===== config.mk =====
export PLATFORM = sky130hd
export DESIGN_NAME = xram_paged_top
export DESIGN_NICKNAME = d
export VERILOG_FILES = /design/src/rtl/xram_pkg.sv /design/src/rtl/xram_page_reg.sv /design/src/rtl/xram_addr_map.sv /design/src/rtl/xram_array.sv /design/src/rtl/xram_paged_top.sv
export SDC_FILE = /design/constraint.sdc
export NUM_CORES = 2
export LEC_CHECK = 0
export CORE_MARGIN = 1.5
export CORE_UTILIZATION = 47
export CTS_CLUSTER_DIAMETER = 40
export DETAILED_ROUTE_END_ITERATION = 16
export PLACE_DENSITY = 0.67
export SETUP_SLACK_MARGIN = 0.15
export SLEW_MARGIN = 20
export SYNTH_ARGS = -nofsm -noshare
export SYNTH_HDL_FRONTEND = slang
export SYNTH_HIERARCHICAL = 1
export SYNTH_SLANG_ARGS = --single-unit

===== constraint.sdc =====
create_clock -name clk -period 5 [get_ports clk]
set_clock_uncertainty 0.15 [all_clocks]
set_input_delay 1 -clock clk [delete_from_list [all_inputs] [get_ports clk]]
set_output_delay 1 -clock clk [all_outputs]
set_load 0.01 [all_outputs]

===== src/rtl/xram_pkg.sv =====
package xram_pkg;
    localparam int BYTE_W = 8;

    typedef enum logic {
        MODE_PTR16 = 1'b0,
        MODE_IND8  = 1'b1
    } acc_mode_e;
endpackage


===== src/rtl/xram_page_reg.sv =====
module xram_page_reg #(
    parameter int          PAGE_W   = 1,
    parameter logic [7:0]  SFR_ADDR = 8'hAA
) (
    input  logic              clk,
    input  logic              rst_n,
    input  logic [7:0]        sfr_addr,
    input  logic              sfr_wr,
    input  logic [7:0]        sfr_wdata,
    output logic [7:0]        sfr_rdata,
    output logic [PAGE_W-1:0] page_sel
);
    typedef struct packed {
        logic [PAGE_W-1:0] page;
    } state_t;

    state_t st_d, st_q;
    logic   hit;

    always_comb begin
        hit  = (sfr_addr == SFR_ADDR);
        st_d = st_q;
        if (sfr_wr && hit) begin
            st_d.page = sfr_wdata[PAGE_W-1:0];
        end
        sfr_rdata = hit ? {{(8-PAGE_W){1'b0}}, st_q.page} : 8'h00;
    end

    always_ff @(posedge clk) begin
        if (!rst_n) begin
            st_q <= '0;
        end else begin
            st_q <= st_d;
        end
    end

    assign page_sel = st_q.page;
endmodule


===== src/rtl/xram_addr_map.sv =====
module xram_addr_map #(
    parameter int ADDR_W = 16,
    parameter int IDX_W  = 9,
    parameter int PAGE_W = 1
) (
    input  logic              mode,
    input  logic [ADDR_W-1:0] addr,
    input  logic [PAGE_W-1:0] page_sel,
    output logic [IDX_W-1:0]  idx
);
    import xram_pkg::*;

    always_comb begin
        if (acc_mode_e'(mode) == MODE_IND8) begin
            idx = {page_sel, addr[7:0]};
        end else begin
            idx = addr[IDX_W-1:0];
        end
    end
endmodule


===== src/rtl/xram_array.sv =====
module xram_array #(
    parameter int DEPTH  = 512,
    parameter int DATA_W = 8,
    localparam int IDX_W = $clog2(DEPTH)
) (
    input  logic              clk,
    input  logic              rst_n,
    input  logic              en,
    input  logic              wr,
    input  logic [IDX_W-1:0]  idx,
    input  logic [DATA_W-1:0] wdata,
    output logic [DATA_W-1:0] rdata
);
    typedef struct packed {
        logic [DATA_W-1:0] rdata;
    } state_t;

    logic [DATA_W-1:0] mem [DEPTH];
    state_t st_d, st_q;

    always_comb begin
        st_d = st_q;
        if (en && !wr) begin
            st_d.rdata = mem[idx];
        end
    end

    always_ff @(posedge clk) begin
        if (en && wr) begin
            mem[idx] <= wdata;
        end
    end

    always_ff @(posedge clk) begin
        if (!rst_n) begin
            st_q <= '0;
        end else begin
            st_q <= st_d;
        end
    end

    assign rdata = st_q.rdata;
endmodule


===== src/rtl/xram_paged_top.sv =====
module xram_paged_top #(
    parameter int          RAM_DEPTH = 512,
    parameter int          ADDR_W    = 16,
    parameter logic [7:0]  PAGE_SFR  = 8'hAA
) (
    input  logic              clk,
    input  logic              rst_n,
    input  logic              acc_en,
    input  logic              acc_wr,
    input  logic              acc_mode,
    input  logic [ADDR_W-1:0] acc_addr,
    input  logic [7:0]        acc_wdata,
    output logic [7:0]        acc_rdata,
    input  logic [7:0]        sfr_addr,
    input  logic              sfr_wr,
    input  logic [7:0]        sfr_wdata,
    output logic [7:0]        sfr_rdata
);
    localparam int IDX_W  = $clog2(RAM_DEPTH);
    localparam int PAGE_W = IDX_W - 8;

    logic [PAGE_W-1:0] page_sel;
    logic [IDX_W-1:0]  ram_idx;

    xram_page_reg #(.PAGE_W(PAGE_W), .SFR_ADDR(PAGE_SFR)) u_page (
        .clk(clk), .rst_n(rst_n), .sfr_addr(sfr_addr), .sfr_wr(sfr_wr),
        .sfr_wdata(sfr_wdata), .sfr_rdata(sfr_rdata), .page_sel(page_sel)
    );

    xram_addr_map #(.ADDR_W(ADDR_W), .IDX_W(IDX_W), .PAGE_W(PAGE_W)) u_map (
        .mode(acc_mode), .addr(acc_addr), .page_sel(page_sel), .idx(ram_idx)
    );

    xram_array #(.DEPTH(RAM_DEPTH), .DATA_W(8)) u_ram (
        .clk(clk), .rst_n(rst_n), .en(acc_en), .wr(acc_wr), .idx(ram_idx),
        .wdata(acc_wdata), .rdata(acc_rdata)
    );
endmodule


==> impl_metrics.py <==
metrics = {
    "global_routing": {
        "grt_util_all_layers_pct": 25.3,
        "grt_first_pass_wirelength_mm": 611,
        "antenna_found_initial": 23,
        "globalRoute.totalOverflow": 0,
        "grt_start_max_net_pins": 133,
        "first_global_vias": 80300,
    },
    "critical_path": {
        "crit_required_ns": 5.72,
        "worst-r2r-cell-count": 13,
        "path_max_fanout": 38,
        "worstSetupStartpointType": "primary input",
        "crit_path_end_kind": "flop",
        "path_class": "primary input to flop",
        "reg2reg_setup_slack_ns": 0.75,
        "arrival_worst_endpoint_ns": 5.20,
    },
    "routing": {
        "drt-total-wl_mm": 433,
        "routed_via_density": 6.28,
        "route.detailed.wl_per_inst_um": 33.7,
        "postRouteAntennaNets": 0,
        "routed-via-count": 80700,
        "drt_iter0_markers": 11700,
        "drt_drc_violations_left": 0,
        "detail_route.first_pass.iterations": 6,
    },
    "final_layout": {
        "layoutNonFillerInstCount": 12900,
        "post_route_cells_drive_above_1_share_pct": 30.8,
        "final_cell_mix": "sky130_fd_sc_hd__edfxtp_1 (4,096), sky130_fd_sc_hd__mux4_2 (1,102), sky130_fd_sc_hd__nor2_1 (558), sky130_fd_sc_hd__buf_4 (543), sky130_fd_sc_hd__clkbuf_16 (473)",
        "nNetsFinal": 7975,
        "area_delta_synth_final_pct": 16.5,
        "mostFrequentLayoutCell": "sky130_fd_sc_hd__edfxtp_1",
        "fin_util_pct": 55.0,
    },
    "power": {
        "power.leakage_nw": 58.4,
        "powerDensity_nw_per_um2": 413,
        "ir_worst_vdd_v": 0.000432,
        "totalPowerFinal_mw": 76.5,
    },
    "placed_design": {
        "place_hpwl_mm": 272,
        "post-place-cells": 12000,
        "port_buffers": 40,
        "pre_cts_ws_ns": -0.172,
        "gp_congestion": 0.915,
    },
    "cts": {
        "clock_insertion_delay_worst_skew_ns": 1.00,
        "cts_made_buffers": 471,
        "cts.htree.levels": 5,
        "post-cts-setup-buffer-count": 0,
        "cts_num_sinks": 4105,
        "cts.repair.resized": 0,
        "clk_pin_slew_ns": 0.07,
        "clock_tree.buffer_depth": 4,
        "post_cts_hold_buffer_count": 0,
        "clock_tree.root_cell": "sky130_fd_sc_hd__clkbuf_16",
        "cts_tree": "done",
    },
    "timing": {
        "finalMaxSlewViolations": 0,
        "layout_worst_path_cycle_share_pct": 89.6,
        "setup_viol_count_final": 0,
        "final_critical_period_ns": 4.48,
        "worst_slew_margin_rel_pct": 15.7,
        "whs_ns": 0.254,
        "worst_pin_slew_ns": 1.25,
        "unrepaired_setup_endpoints_after_global_routing": "no",
        "finalWorstSetupSlack_ns": 0.518,
        "timing.final.hold_violations": 0,
        "fmax_mhz": 223,
    },
    "yosys": {
        "netlist_area_sq_um": 159000,
        "ys.flop_type": "sky130_fd_sc_hd__edfxtp_1",
        "yosysWarningCount": 6,
        "synth_edf_count": 4096,
        "synth_sequential_area_ratio_pct": 77.5,
        "syn-instance-count": 7235,
        "synth_async_sr_flop_share_pct": 0,
        "post_synth.cell_area_avg_sq_um": 22.0,
        "ys_ff_latch": 4105,
        "synthDistinctLibCells": 64,
    },
    "die": {
        "placement_rows": 213,
        "die_w_um": 585,
        "design.core.area_sq_um": 337000,
        "die_span_in_y_um": 585,
        "floorplan.initialDensity_pct": 47.2,
        "top_level_ports": 62,
        "dieArea_sq_um": 342000,
    },
    "run": {
        "drv.max_cap_violation_count": 0,
    },
    "worst_hold_path": {
        "holdPathStages": 1,
        "hold_path.class": "primary input to flop",
    },
    "run_status": {
        "status": "finished, final reports clean",
    },
}
[critical path, cell delays in order]
cell and delay, ns:
sky130_fd_sc_hd__buf_16 0.37, sky130_fd_sc_hd__buf_12 0.29, sky130_fd_sc_hd__buf_12 0.25, sky130_fd_sc_hd__mux4_2 0.54, sky130_fd_sc_hd__mux2i_1 0.41, sky130_fd_sc_hd__o32ai_1 0.27
sky130_fd_sc_hd__nor4_1 1.10, sky130_fd_sc_hd__buf_4 0.27, sky130_fd_sc_hd__nand4_1 0.07, sky130_fd_sc_hd__nor3_1 0.33, sky130_fd_sc_hd__buf_4 0.19, sky130_fd_sc_hd__a31oi_1 0.07
[sequential cells by signal, summed over array words and instances (netlist names)]
register,flops
u_page/page_sel,1
u_ram/mem,4096
u_ram/rdata,8
[final timing paths]
path	from	to
max	acc_addr[0]	u_ram/rdata[6]$_SDFFE_PN0P_
min	acc_wdata[5]	u_ram/mem[106][5]$_DFFE_PP_
max reg2reg	u_page/page_sel$_SDFFE_PN0P_	u_ram/rdata[6]$_SDFFE_PN0P_
min reg2reg	u_page/page_sel$_SDFFE_PN0P_	u_page/page_sel$_SDFFE_PN0P_
[metal layers]
metal / track usage (%) / share of wire [%]
met1: 34.7 / 37
met2: 39.0 / 47
met3: 5.99 / 11
met4: 10.9 / 4.9
met5: 0.294 / 0.045
[Yosys cell counts (5+ instances only)]
cell / count / area, sq um
sky130_fd_sc_hd__nor3_1: 41 / 205
sky130_fd_sc_hd__a21oi_1: 65 / 325
sky130_fd_sc_hd__and3_1: 8 / 50.1
sky130_fd_sc_hd__nand3_1: 107 / 536
sky130_fd_sc_hd__and2_1: 7 / 43.8
sky130_fd_sc_hd__buf_4: 75 / 563
sky130_fd_sc_hd__o21ai_0: 28 / 140
sky130_fd_sc_hd__nand2b_1: 7 / 43.8
sky130_fd_sc_hd__o211ai_1: 5 / 37.5
sky130_fd_sc_hd__a22oi_1: 70 / 526
sky130_fd_sc_hd__o32ai_1: 10 / 87.6
sky130_fd_sc_hd__o22ai_1: 33 / 206
sky130_fd_sc_hd__a31oi_1: 24 / 150
sky130_fd_sc_hd__a221oi_1: 6 / 52.6
sky130_fd_sc_hd__nor3b_1: 6 / 45.0
sky130_fd_sc_hd__clkbuf_1: 202 / 758
sky130_fd_sc_hd__a32oi_1: 42 / 368
sky130_fd_sc_hd__a211oi_1: 9 / 67.6
sky130_fd_sc_hd__nand2_1: 225 / 845
sky130_fd_sc_hd__mux4_2: 1102 / 24800
sky130_fd_sc_hd__nor2b_1: 16 / 100
sky130_fd_sc_hd__nor2_1: 561 / 2110
sky130_fd_sc_hd__dfxtp_1: 9 / 180
sky130_fd_sc_hd__buf_1: 38 / 143
sky130_fd_sc_hd__buf_6: 16 / 180
sky130_fd_sc_hd__mux2_2: 30 / 338
sky130_fd_sc_hd__nor4_1: 14 / 87.6
sky130_fd_sc_hd__mux2i_1: 154 / 1540
sky130_fd_sc_hd__buf_2: 132 / 661
sky130_fd_sc_hd__edfxtp_1: 4096 / 123000
sky130_fd_sc_hd__nand4_1: 31 / 194
[logic make-up after synthesis]
logic type	after synthesis	share of synthesized area, %
buf+inv	469	1.46
compound gates	333	1.46
mux	1287	16.8
other cells	1	0.00236
flops	4105	77.5
simple gates	1040	2.77
[area by class of cell]
| type | count | area (sq um) |
|---|---|---|
| Inverter | 6 | 30.0 |
| Clock buffer | 538 | 12100 |
| Tap cell | 4515 | 5650 |
| Multi-Input combinational cell | 2667 | 33700 |
| Antenna cell | 10 | 25.0 |
| Timing Repair Buffer | 678 | 6450 |
| Clock inverter | 342 | 4110 |
| Sequential cell | 4105 | 123000 |
| Fill cell | 24600 | 151000 |
[power breakdown]
| part | internal, mW | total, mW | switching [mW] |
|---|---|---|---|
| Combinational | 1.29 | 3.61 | 2.32 |
| Sequential | 37.9 | 37.9 | 0.0233 |
| Clock | 20.6 | 35.0 | 14.4 |
| Total | 59.8 | 76.5 | 16.7 |
[stage by stage]
step                cell area [sq um]  setup TNS [ns]
floorplan                      159000               0
global route                   185000               0
detailed placement             169000          -0.172
global placement               169000          -0.320
finish                         185000               0
CTS                            185000               0
No activity file was read; power rests on OpenSTA's default activity.
